File: config.mk
export PLATFORM = sky130hd
export DESIGN_NAME = keyed_watchdog
export DESIGN_NICKNAME = d
export VERILOG_FILES = /design/src/rtl/kwd_pkg.sv /design/src/rtl/kwd_cmd_fsm.sv /design/src/rtl/kwd_limit_table.sv /design/src/rtl/kwd_counter.sv /design/src/rtl/keyed_watchdog.sv
export SDC_FILE = /design/constraint.sdc
export NUM_CORES = 1
export LEC_CHECK = 0
export CORE_ASPECT_RATIO = 0.6
export CORE_MARGIN = 2
export CORE_UTILIZATION = 37
export DETAILED_ROUTE_END_ITERATION = 7
export DONT_BUFFER_PORTS = 1
export SYNTH_ARGS = -nofsm -noshare
export SYNTH_HDL_FRONTEND = slang
export SYNTH_SLANG_ARGS = --single-unit
File: constraint.sdc
create_clock -name clk -period 2 [get_ports clk]
set_clock_uncertainty 0.2 [all_clocks]
set_input_delay 0.2 -clock clk [delete_from_list [all_inputs] [get_ports clk]]
set_output_delay 0.2 -clock clk [all_outputs]
set_load 0.05 [all_outputs]
File: src/rtl/kwd_pkg.sv
package kwd_pkg;
  localparam logic [7:0] CMD_KICK    = 8'hA5;
  localparam logic [7:0] CMD_KEY_ONE = 8'hDE;
  localparam logic [7:0] CMD_KEY_TWO = 8'hAD;
  localparam logic [7:0] CMD_LOCK    = 8'hFF;

  typedef enum logic [1:0] {
    OP_NONE,
    OP_KICK,
    OP_KEY,
    OP_LOCK
  } kwd_op_e;
endpackage

File: src/rtl/kwd_cmd_fsm.sv
module kwd_cmd_fsm
  import kwd_pkg::*;
#(
  parameter int CODE_W  = 3,
  parameter int KEY_WIN = 4
) (
  input  logic              clk,
  input  logic              rst_n,
  input  logic              wr_en,
  input  logic [7:0]        wr_data,
  output logic              active_q,
  output logic              lock_q,
  output logic [CODE_W-1:0] code_q,
  output logic              kick
);
  localparam int WIN_W = $clog2(KEY_WIN + 1);

  logic              active_d, lock_d;
  logic [CODE_W-1:0] code_d;
  logic [WIN_W-1:0]  win_q, win_d;
  logic              key_armed;

  assign key_armed = (win_q != '0);
  assign kick      = wr_en && (wr_data == CMD_KICK);

  always_comb begin
    active_d = active_q;
    lock_d   = lock_q;
    code_d   = code_q;
    win_d    = key_armed ? win_q - WIN_W'(1) : '0;
    if (wr_en) begin
      win_d = '0;
      if (!wr_data[7]) begin
        code_d = wr_data[CODE_W-1:0];
      end else begin
        unique case (wr_data)
          CMD_KICK:    active_d = 1'b1;
          CMD_LOCK:    lock_d   = 1'b1;
          CMD_KEY_ONE: if (!lock_q) win_d = WIN_W'(KEY_WIN);
          CMD_KEY_TWO: if (!lock_q && key_armed) active_d = 1'b0;
          default:     ;
        endcase
      end
    end
  end

  always_ff @(posedge clk or negedge rst_n) begin
    if (!rst_n) begin
      active_q <= 1'b1;
      lock_q   <= 1'b0;
      code_q   <= '1;
      win_q    <= '0;
    end else begin
      active_q <= active_d;
      lock_q   <= lock_d;
      code_q   <= code_d;
      win_q    <= win_d;
    end
  end
endmodule

File: src/rtl/kwd_limit_table.sv
module kwd_limit_table #(
  parameter int CNT_W    = 21,
  parameter int CODE_W   = 3,
  parameter int EXP_BASE = 3,
  parameter int EXP_STEP = 2
) (
  input  logic [CODE_W-1:0] code,
  output logic [CNT_W-1:0]  lim_m1
);
  localparam int NCODES = 1 << CODE_W;

  logic [CNT_W-1:0] tab [NCODES];

  for (genvar g = 0; g < NCODES; g++) begin : g_lim
    localparam int EXPO = EXP_STEP * (EXP_BASE + g);
    assign tab[g] = CNT_W'((64'd1 << EXPO) - 64'd1);
  end

  assign lim_m1 = tab[code];
endmodule

File: src/rtl/kwd_counter.sv
module kwd_counter #(
  parameter int CNT_W = 21
) (
  input  logic             clk,
  input  logic             rst_n,
  input  logic             run,
  input  logic             reload,
  input  logic [CNT_W-1:0] lim_m1,
  output logic             req_q
);
  logic [CNT_W-1:0] cnt_q, cnt_d;
  logic             expire, req_d;

  assign expire = run && !reload && (cnt_q >= lim_m1);

  always_comb begin
    req_d = expire;
    if (!run || reload || expire) cnt_d = '0;
    else                          cnt_d = cnt_q + CNT_W'(1);
  end

  always_ff @(posedge clk or negedge rst_n) begin
    if (!rst_n) begin
      cnt_q <= '0;
      req_q <= 1'b0;
    end else begin
      cnt_q <= cnt_d;
      req_q <= req_d;
    end
  end
endmodule

File: src/rtl/keyed_watchdog.sv
module keyed_watchdog #(
  parameter int CNT_W    = 21,
  parameter int CODE_W   = 3,
  parameter int EXP_BASE = 3,
  parameter int EXP_STEP = 2,
  parameter int KEY_WIN  = 4
) (
  input  logic       clk,
  input  logic       rst_n,
  input  logic       wr_en,
  input  logic [7:0] wr_data,
  output logic [7:0] rd_data,
  output logic       wdt_rst_req
);
  localparam int MAX_EXP = EXP_STEP * (EXP_BASE + (1 << CODE_W) - 1);
  localparam bit FITS    = (MAX_EXP < CNT_W) && (CODE_W <= 3);

  logic [1:0]        sync_q;
  logic              rst_sync_n;
  logic              active_q, lock_q, kick;
  logic [CODE_W-1:0] code_q;
  logic [CNT_W-1:0]  lim_m1;

  initial begin
    if (!FITS) $error("keyed_watchdog: counter too narrow for largest interval");
  end

  always_ff @(posedge clk or negedge rst_n) begin
    if (!rst_n) sync_q <= 2'b00;
    else        sync_q <= {sync_q[0], 1'b1};
  end
  assign rst_sync_n = sync_q[1];

  kwd_cmd_fsm #(.CODE_W(CODE_W), .KEY_WIN(KEY_WIN)) u_cmd (
    .clk      (clk),
    .rst_n    (rst_sync_n),
    .wr_en    (wr_en),
    .wr_data  (wr_data),
    .active_q (active_q),
    .lock_q   (lock_q),
    .code_q   (code_q),
    .kick     (kick)
  );

  kwd_limit_table #(
    .CNT_W(CNT_W), .CODE_W(CODE_W), .EXP_BASE(EXP_BASE), .EXP_STEP(EXP_STEP)
  ) u_lim (
    .code   (code_q),
    .lim_m1 (lim_m1)
  );

  kwd_counter #(.CNT_W(CNT_W)) u_cnt (
    .clk    (clk),
    .rst_n  (rst_sync_n),
    .run    (active_q),
    .reload (kick),
    .lim_m1 (lim_m1),
    .req_q  (wdt_rst_req)
  );

  always_comb begin
    rd_data              = '0;
    rd_data[4]           = active_q;
    rd_data[CODE_W-1:0]  = code_q;
  end
endmodule

==> flow_metrics.env <==
export IMPL_maxCapViolCount=0
export IMPL_finalCriticalPeriod_ns=2.59
export IMPL_clockBufferDepth=2
export IMPL_vias=1601
export IMPL_area_growth_pct=32.7
export IMPL_numCtsBuffers=5
export IMPL_cts_tree="done"
export IMPL_period_share_pct=130
export IMPL_synth_area_mux_share_pct=2.34
export IMPL_ys_seq_area_share_pct=41.8
export IMPL_die_x_um=97.2
export IMPL_syn_inst=198
export IMPL_clock_latency_ns=0.29
export IMPL_finalSetupViolCount=22
export IMPL_grt_first_pass_wirelength_um=7870
export IMPL_synth_top_area_cell="dfrtp_1"
export IMPL_grt_use_met2_pct=23.7
export IMPL_final_cell_count_no_fill=319
export IMPL_dp_hpwl_um=3530
export IMPL_cp_cell_sequence="o21ai_2 > ha_1 > nand4b_1 > or4_1 > a2111o_1 > nand4_4 > buf_4 > nor3_1"
export IMPL_cts_sinks=32
export IMPL_seq_area_um2=806
export IMPL_drt_wl_total_um=4740
export IMPL_placedInstanceArea_mm2=0.00230
export IMPL_required_ns=1.95
export IMPL_grt_overflow=0
export IMPL_grt_util_all_layers_pct=17.8
export IMPL_rsz0062_at_grt="yes"
export IMPL_outcome="finished, violations left"
export IMPL_crit_path_end_kind="register"
export IMPL_p_leak_nw=1.13
export IMPL_path_max_fanout=5
export IMPL_hp_start="wr_data[1]"
export IMPL_final_max_slew_viol_count=0
export IMPL_violations="setup timing"
export IMPL_synth_simple_gate_area_share_pct=24.7
export IMPL_pwr_density_cell_mw_per_mm2=613
export IMPL_setup_slack_ns=-0.593
export IMPL_busiest_layer="met1"
export IMPL_wl_per_cell_um=14.9
export IMPL_synthAdderAreaFrac_pct=7.14
export IMPL_netlist_area_mm2=0.00193
export IMPL_path_clk_slew_ns=0.07
export IMPL_multi_input_area_mm2=0.00104
export IMPL_drc=0
export IMPL_crit_start="u_cmd.code_q[2]"
export IMPL_finalInstanceArea_mm2=0.00256
export IMPL_critPathLaunchType="register"
export IMPL_place_inst=298
export IMPL_worstMarginPinSlew_ns=0.542
export IMPL_cp_data_arrival_time_ns=2.55
export IMPL_async_flop_share_pct=100
export IMPL_grt_pass1_vias=1557
export IMPL_antenna_found_initial=0
export IMPL_vdd_ir_drop_max_v=0.000323
export IMPL_synth_edff_count=0
export IMPL_initialDrtViolationCount=68
export IMPL_nFillCells=468
export IMPL_max_freq_mhz=386
export IMPL_core_mm2=0.00503
export IMPL_holdWs_ns=0.0134
export IMPL_vias_per_cell=5.02
export IMPL_hold_path_class="primary input to register"
export IMPL_cp_slowest_cell="dfstp_2"
export IMPL_h_tree_depth=2
export IMPL_hold_viol=0
export IMPL_yosys_warnings=0
export IMPL_initial_core_util_pct=38.3
export IMPL_use_met1_pct=27.2
export IMPL_nets=274
export IMPL_cpPeakStageDelay_ns=0.59
export IMPL_setup_tns_ns=-12.67
export IMPL_total_power_mw=1.57
export IMPL_syn_avg_cell_area_um2=9.73
export IMPL_drtPass1Iterations=4
export IMPL_yosys_register_bits=32
export IMPL_synth_top_family_by_area="simple AND/OR/NAND/NOR gates"
export IMPL_met3_usage_pct=5.15
export IMPL_reg2reg_from="u_cmd.code_q[2]"
export IMPL_die_y_um=59.9
export IMPL_yosys_area_share_xor_xnor_pct=8.64
export IMPL_antennaDiodeCount=0
export IMPL_crit_type="register to register"
export IMPL_ant_nets=0
export IMPL_globalplace_congestion=0.847
export IMPL_port_buffers=0
export IMPL_synth_top_area_share_pct=36.4
export IMPL_pin_count=20
export IMPL_row_count=20
export IMPL_max_slew_margin_rel_pct=63.7
export IMPL_die_area_mm2=0.00582
export IMPL_grt_start_max_net_pins=31
export IMPL_drive_above_1_share_pct=28.5
export IMPL_place_ws_ns=-0.597
export IMPL_synth_compound_gate_area_share_pct=9.09
export IMPL_synthFlopType="dfrtp_1"
export IMPL_clockRootBuffer="clkbuf_8"
export IMPL_yosys_cell_types_count=47
export IMPL_post_route_util_pct=50.8
export IMPL_ys_top_cells_by_area="dfrtp_1 (36%), ha_1 (7.1%), xor2_1 (6.4%)"
==> state kept, by name, summed over array words and instances, names as in the netlist <==
register and cells:
sync_q 2, u_cmd.win_q 3, u_cmd.lock_q 1, u_cmd.code_q 3
u_cnt.req_q 1, u_cmd.active_q 1, u_cnt.cnt_q 21
==> routing by layer <==
layer,wire length [um],vias to the layer above
met5,0,-
met4,15,0
met3,304,2
met2,1780,43
met1,2640,728
li1,-,828
==> timing repair <==
action,CTS,global route
hold buffers,12,0
setup endpoints to repair,22,22
buffers inserted,0,1
hold endpoints to repair,10,0
resized for setup,1,3
==> cell type report <==
cell class / count / share of cell area [%]
multi-input cells: 148 / 40.9
flip-flops and latches: 32 / 31.5
repair buffers: 58 / 19.2
well taps: 66 / 3.23
clock buffers: 6 / 2.84
clock inverters: 2 / 1.37
inverters: 7 / 1.03
==> cells in the mapped netlist, types with 2 or more instances <==
master     n
nand4_1   13
ha_1      11
or2_2      2
inv_1      7
o21a_1     2
nor3_1    22
conb_1     2
a211oi_1   2
nand3_1    9
clkbuf_1   3
o21ai_0    7
nand2_1   12
nor2_1     8
dfstp_2    4
xnor2_1    5
a21oi_1    3
mux2_2     4
dfrtp_1   28
buf_2      4
and2_1     2
and3_1     2
o211ai_1   2
nor4b_1    2
buf_4      6
xor2_1    14
==> report_power, final <==
group / switching [mW] / internal, mW / total [mW] / leakage (nW)
logic: 0.157 / 0.112 / 0.268 / 0.648
registers: 0.0175 / 0.670 / 0.688 / 0.428
clock network: 0.243 / 0.370 / 0.613 / 0.0552
total: 0.417 / 1.15 / 1.57 / 1.13
==> layout by cell type, fill, tap and decap left out, types with 7 or more instances in the layout <==
cell type,count
buf_4,44
dfrtp_1,28
nor3_1,22
xor2_1,14
nand4_1,13
dlygate4sd3_1,12
nand2_1,11
ha_1,11
nor2_1,8
nand3_1,8
inv_1,7
==> cells by family (layout without fill, tap and decap cells) <==
family                     Yosys count  in the layout
and+or+nand+nor                     84             84
AOI/OAI and AO/OA                   25             25
muxes                                4              4
buffers and inverters               21             73
xor gates and xnor gates            19             19
adders and majority gates           11             11
DFF                                 32             32
other                                2              5
==> worst max-delay path, delay by kind of cell (launching register included) <==
family | cells | cell delay, ns
compound gates | 2 | 0.45
fa+ha+maj | 1 | 0.30
simple gates | 4 | 0.79
buf+inv | 1 | 0.14
flops | 1 | 0.59
==> worst paths after layout <==
path | endpoint | slack (ns) | depth (start not counted)
min reg2reg | u_cnt.cnt_q[13] | 0.06 | 1
max reg2reg | u_cnt.cnt_q[9] | -0.59 | 8
max | u_cnt.cnt_q[9] | -0.59 | 8
min | u_cmd.active_q | 0.01 | 4
max in group asynchronous | sync_q[1] | 1.01 | 2
min in group asynchronous | u_cnt.cnt_q[13] | 0.06 | 1
No activity file was read; power rests on OpenSTA's default activity.
